File: src/rtl/ssscr_pkg.sv
package ssscr_pkg;

    localparam int unsigned SCR_W      = 33;
    localparam int unsigned TAP_MASTER = 13;
    localparam int unsigned TAP_SLAVE  = 20;

    localparam int unsigned SX_TAP_A = 4;
    localparam int unsigned SX_TAP_B = 6;
    localparam int unsigned SY_TAP_A = 1;
    localparam int unsigned SY_TAP_B = 5;

    localparam int unsigned SC_W    = 8;
    localparam int unsigned SY_W    = 4;
    localparam int unsigned SG_W    = 4;
    localparam int unsigned SC_BASE = 16;
    localparam int unsigned SY_BASE = 8;
    localparam int unsigned SG_BASE = 24;

    typedef logic [SCR_W-1:0] scr_state_t;

    localparam scr_state_t SEED_DEFAULT = 33'h1_2345_6789;
    localparam scr_state_t SEED_SAFE    = 33'h0_0000_0001;

    typedef enum logic {
        ROLE_SLAVE  = 1'b0,
        ROLE_MASTER = 1'b1
    } role_e;

    typedef struct packed {
        logic            seq;
        logic [SC_W-1:0] sc;
        logic [SY_W-1:0] sy;
        logic [SG_W-1:0] sg;
    } aux_t;

    function automatic int unsigned role_tap(role_e r);
        return (r == ROLE_MASTER) ? TAP_MASTER : TAP_SLAVE;
    endfunction

    function automatic scr_state_t scr_step(scr_state_t s, role_e r);
        logic fb;
        fb = s[SCR_W-1] ^ s[role_tap(r)-1];
        return {s[SCR_W-2:0], fb};
    endfunction

    function automatic scr_state_t seed_sanitize(scr_state_t s);
        return (s == '0) ? SEED_SAFE : s;
    endfunction

endpackage

File: src/rtl/scr_lfsr_core.sv
module scr_lfsr_core
    import ssscr_pkg::*;
(
    input  logic       clk,
    input  logic       rst,
    input  logic       load,
    input  scr_state_t seed,
    input  logic       en,
    input  role_e      role,
    output scr_state_t state
);

    scr_state_t state_q;
    scr_state_t state_d;

    always_comb begin
        state_d = state_q;
        if (load) begin
            state_d = seed_sanitize(seed);
        end else if (en) begin
            state_d = scr_step(state_q, role);
        end
    end

    always_ff @(posedge clk) begin
        if (rst) begin
            state_q <= SEED_DEFAULT;
        end else begin
            state_q <= state_d;
        end
    end

    assign state = state_q;

    assert_reset_seed_R1: assert property (@(posedge clk)
        rst |=> state_q == SEED_DEFAULT);

    assert_master_fb_R2: assert property (@(posedge clk) disable iff (rst)
        (en && !load && role == ROLE_MASTER)
        |=> state_q[0] == ($past(state_q[32]) ^ $past(state_q[12])));

    assert_slave_fb_R3: assert property (@(posedge clk) disable iff (rst)
        (en && !load && role == ROLE_SLAVE)
        |=> state_q[0] == ($past(state_q[32]) ^ $past(state_q[19])));

    assert_shift_R2: assert property (@(posedge clk) disable iff (rst)
        (en && !load) |=> state_q[SCR_W-1:1] == $past(state_q[SCR_W-2:0]));

    assert_load_R4: assert property (@(posedge clk) disable iff (rst)
        (load && seed != '0) |=> state_q == $past(seed));

    assert_zero_seed_R5: assert property (@(posedge clk) disable iff (rst)
        (load && seed == '0) |=> state_q == SEED_SAFE);

    assert_hold_R7: assert property (@(posedge clk) disable iff (rst)
        (!en && !load) |=> $stable(state_q));

    assert_never_zero_R10: assert property (@(posedge clk) disable iff (rst)
        1'b1 |=> state_q != '0);

endmodule

File: src/rtl/scr_aux_gen.sv
module scr_aux_gen
    import ssscr_pkg::*;
(
    input  scr_state_t state,
    output aux_t       aux
);

    logic sx;
    logic sy;
    logic unused_state_bits;

    assign sx = state[SX_TAP_A] ^ state[SX_TAP_B];
    assign sy = state[SY_TAP_A] ^ state[SY_TAP_B];

    assign aux.seq = state[0];

    genvar gi;
    generate
        for (gi = 0; gi < SC_W; gi++) begin : g_sc
            if ((gi % 2) == 0) begin : g_even
                assign aux.sc[gi] = state[SC_BASE+gi] ^ sx;
            end else begin : g_odd
                assign aux.sc[gi] = state[SC_BASE+gi] ^ sy;
            end
        end
        for (gi = 0; gi < SY_W; gi++) begin : g_sy
            assign aux.sy[gi] = state[SY_BASE+gi] ^ sy;
        end
        for (gi = 0; gi < SG_W; gi++) begin : g_sg
            assign aux.sg[gi] = state[SG_BASE+gi] ^ sx;
        end
    endgenerate

    assign unused_state_bits = ^state;

endmodule

File: src/rtl/side_stream_scrambler.sv
module side_stream_scrambler
    import ssscr_pkg::*;
(
    input  logic        clk,
    input  logic        rst,
    input  logic        load_i,
    input  logic [32:0] seed_i,
    input  logic        role_master_i,
    input  logic        adv_en_i,
    output logic        seq_bit_o,
    output logic [7:0]  sc_bits_o,
    output logic [3:0]  sy_bits_o,
    output logic [3:0]  sg_bits_o
);

    scr_state_t state;
    aux_t       aux;
    role_e      role;

    assign role = role_e'(role_master_i);

    scr_lfsr_core u_core (
        .clk   (clk),
        .rst   (rst),
        .load  (load_i),
        .seed  (seed_i),
        .en    (adv_en_i),
        .role  (role),
        .state (state)
    );

    scr_aux_gen u_aux (
        .state (state),
        .aux   (aux)
    );

    assign seq_bit_o = aux.seq;
    assign sc_bits_o = aux.sc;
    assign sy_bits_o = aux.sy;
    assign sg_bits_o = aux.sg;

    assert_hold_outputs_R7: assert property (@(posedge clk) disable iff (rst)
        (!adv_en_i && !load_i)
        |=> ($stable(seq_bit_o) && $stable(sc_bits_o)
             && $stable(sy_bits_o) && $stable(sg_bits_o)));

    assert_load_wins_R6: assert property (@(posedge clk) disable iff (rst)
        (load_i && adv_en_i && seed_i != '0) |=> seq_bit_o == $past(seed_i[0]));

    assert_seq_tracks_R8: assert property (@(posedge clk) disable iff (rst)
        (adv_en_i && !load_i) |=> sy_bits_o[0] == ($past(state[7]) ^ $past(state[0]) ^ $past(state[4])));

endmodule

File: config.mk
export PLATFORM = sky130hd
export DESIGN_NAME = side_stream_scrambler
export DESIGN_NICKNAME = d
export VERILOG_FILES = /design/src/rtl/ssscr_pkg.sv /design/src/rtl/scr_lfsr_core.sv /design/src/rtl/scr_aux_gen.sv /design/src/rtl/side_stream_scrambler.sv
export SDC_FILE = /design/constraint.sdc
export NUM_CORES = 1
export LEC_CHECK = 0
export CELL_PAD_IN_SITES_DETAIL_PLACEMENT = 2
export CELL_PAD_IN_SITES_GLOBAL_PLACEMENT = 2
export CORE_ASPECT_RATIO = 0.9
export CORE_MARGIN = 2
export CORE_UTILIZATION = 28
export CTS_CLUSTER_SIZE = 16
export DETAILED_ROUTE_END_ITERATION = 6
export PLACE_DENSITY = 0.79
export SYNTH_ARGS = -nofsm -noshare
export SYNTH_HDL_FRONTEND = slang
export SYNTH_SLANG_ARGS = --single-unit
export TNS_END_PERCENT = 20
File: constraint.sdc
create_clock -name clk -period 1.3 [get_ports clk]
set_input_delay 0.26 -clock clk [delete_from_list [all_inputs] [get_ports clk]]
set_output_delay 0.26 -clock clk [all_outputs]
set_load 0.02 [all_outputs]
==> reports/results.tsv <==
metric	value	unit
leakage power	1.311	nW
synth cell count leaders	nor2_1, dfxtp_1, mux2i_1	
total half-perimeter wirelength after legalization and detailed placement	4847	um
starting density of the core	28.69	%
finished layout cell area	2990	um2
crit start category	register	
worst reg2reg endpoint	u_core.state[0]$_SDFFE_PP1P_	
internal reg-to-reg setup slack	-0.16	ns
worst-case setup margin in the final layout	-0.3086	ns
synthesized-area fraction occupied by and/or/nand/nor cells	16.71	%
share of post-route cells with drive strength above 1	37.42	%
endpoint required time on the critical path	1.04	ns
post-synth top area share	35.15	%
number of iterations in the first detailed-routing pass	4	
Hold Violations, Final	0	
Area Growth Syn to Fin	59.12	%
Longest Clk Path Bufs	2	
peak clock frequency supported by timing	621.7	MHz
Async S/R FF share, synth	0	%
setup skew after layout	0.006940	ns
final worst path period need	1.609	ns
relative contribution of the clock network to total power	24.3	%
post-route ant nets	0	
utilization of the core after routing	45.65	%
fraction of power consumed by sequential logic	38.3	%
Final Hold Slack	0.5036	ns
post-DR wirelength/cell	17.75	um
CTS sink cnt	33	
global-route wire length before repair	10940	um
worst setup path category	reg -> out	
final RePlAce weighted congestion	0.7416	
startpoint of the tightest hold check path	load_i	
synthesized area per cell	9.588	um2
dominant cell type by area after synthesis	dfxtp_1	
multiplexer fraction of the synthesized cell area	25.97	%
Total Die Area	7384	um2
critical path data arrival time	1.35	ns
fin crit share	123.7	%
die extent in y	81.72	um
Core Footprint	6551	um2
r2r worst-path depth	5	
cells traversed along the worst timing path	xnor2_4 > buf_6 > xnor2_1 > buf_4	
RSZ-0062 raised after global routing	true	
overall routed net length	6957	um
clock insertion delay at the later pin of the skew report	0.29	ns
filler-free cell count of the finished design	392	
Max IR drop VDD	477.9	uV
Synth Net Count	234	
CP max stage cell	dfxtp_4	
post-synthesis compound-gate area fraction	5.593	%
final setup violation count	17	
slew at the pin with the worst max-slew slack	0.3428	ns
largest cells by area after synthesis	dfxtp_1, mux2i_1, mux2_2	
number of antenna violations at the first check in global routing	0	
most frequent cell after synthesis	nor2_1	
number of H-tree levels	2	
switching power	0.0009596	W
setup tns final	-4.519	ns
grt ovf	0	
pins over their slew limit	0	
final antenna diode count	0	
remaining design rule violation count	0	
maximum fanout along the worst path	4	
Row Count	28	
delay contributed by the slowest stage of the critical path	0.37	ns
Nets	341	
number of buffers created by CTS	5	
CTS tree	built	
netlist area before placement	1879	um2
switch share	31.90	%
launch instance of the worst register-to-register path	u_core.state[19]$_SDFFE_PP0P_	
clock-pin slew on the worst setup and hold paths	0.07	ns
part of the Yosys area used for sequential elements	35.15	%
total global routing track utilization	19.48	%
share of power burned in combinational logic	37.5	%
port buffer count	54	
distinct cell type count after synthesis	21	
Internal Pwr Total	0.002049	W
failing checks	negative setup slack	
number of global-route vias before repair	2063	
clock tree root driver cell	clkbuf_8	
status	finished, violations left	
#FFs+latches synth	33	
maximum capacitance violations	0	
synthesized-area fraction occupied by xor and xnor cells	10.85	%
Power Density	1006	nW/um2
number of instances in the synthesized netlist	196	
most common flop cell mapped by yosys	dfxtp_1	
die span in x	90.36	um
via density per instance	4.668	
number of top-level pins	55	
class of the tightest hold or removal check	in -> reg	
Warnings, synthesis	0	
Post-DP Area	2838	um2
number of placed instances, taps included	380	
dominant combinational cell family by area after synthesis	multiplexers	
adder-cell share of the synthesized area	0	%
EDFF count, synth	0	
Crit. End Element	output pin	
max FFs per register	33	
worst slew slack as a fraction of its limit	76.94	%
maximum number of pins on one net before global-route repair	22	
count of cells along the worst hold path	4	
drt initial violations	51	
end point of the most critical hold path	u_core.state[7]$_SDFFE_PP1P_	
vias after detailed routing	1830	
-- logic make-up (layout without fill, tap and decap cells) --
kind of cell / Yosys count / after routing
compound gates: 20 / 20
simple gates: 64 / 64
buf+inv: 13 / 119
flops: 33 / 33
xor+xnor: 19 / 19
mux: 47 / 47
-- worst max-delay path, delay by kind of cell, from the launching register on --
kind	cells	cell delay [ns]
buf+inv	2	0.34
xor+xnor	2	0.35
flops	1	0.37
-- area by class of cell --
| class | count | area (um2) |
|---|---|---|
| multi-input combinational | 150 | 1167 |
| clock buffer | 5 | 68.82 |
| timing repair buffer | 113 | 968.4 |
| sequential | 33 | 668.1 |
| clock inverter | 1 | 5.005 |
| fill | 721 | 3561 |
| tap | 90 | 112.6 |
-- routing by layer --
| layer | up-vias | routed length, um | global-route usage [%] | part of all wire [%] |
|---|---|---|---|---|
| met5 | - | 0 | 0 | 0 |
| met4 | 0 | 78 | 6.308 | 1.1 |
| met3 | 11 | 254 | 4.495 | 3.7 |
| met2 | 37 | 3675 | 37.22 | 53 |
| met1 | 896 | 2948 | 21.76 | 42 |
| li1 | 886 | - | - | - |
-- placed cells by master, fill, tap and decap left out, drive strengths merged --
| cell | count |
|---|---|
| a21oi | 19 |
| buf | 77 |
| clkbuf | 5 |
| clkdlybuf4s50 | 35 |
| clkinv | 1 |
| dfxtp | 33 |
| dlygate4sd2 | 1 |
| mux2 | 14 |
| mux2i | 33 |
| nand2b | 14 |
| nand4 | 2 |
| nor2 | 38 |
| nor3 | 1 |
| nor4 | 7 |
| o32a | 1 |
| or3 | 1 |
| or3b | 1 |
| xnor2 | 18 |
| xor2 | 1 |
-- stage by stage --
step	power, W	setup slack (ns)
6_report	0.003008	-0.3086
4_1_cts	0.003003	-0.2564
2_1_floorplan	0.001690	0.05196
5_1_grt	0.003162	-0.3570
3_3_place_gp	0.002193	-0.5595
3_5_place_dp	0.002237	-0.5793
-- timing repair --
item / CTS / global route
endpoints found under the setup margin: 18 / 17
gates resized for setup: 106 / 7
hold buffers: 0 / 0
pin swaps: 2 / 4
setup buffers: 6 / 0
-- worst max path at each step --
stage | start | end | depth (start not counted)
detailed placement | u_core.state[4]$_SDFFE_PP0P_ | sg_bits_o[2] | 3
CTS | u_core.state[6]$_SDFFE_PP0P_ | sc_bits_o[2] | 4
global route | u_core.state[1]$_SDFFE_PP0P_ | sy_bits_o[2] | 4
global placement | u_core.state[1]$_SDFFE_PP0P_ | sc_bits_o[3] | 3
finish | u_core.state[1]$_SDFFE_PP0P_ | sy_bits_o[2] | 4
floorplan | u_core.state[4]$_SDFFE_PP0P_ | sc_bits_o[0] | 2
-- power groups by stage --
stage | registers (W) | clock network (W) | logic [W]
finish | 0.00115 | 0.000730 | 0.00113
global route | 0.00116 | 0.000800 | 0.00120
global placement | 0.00116 | 0 | 0.00103
floorplan | 0.00116 | 0 | 0.000530
CTS | 0.00115 | 0.000760 | 0.00110
detailed placement | 0.00117 | 0 | 0.00107
Power figures use the tool's default switching activity.
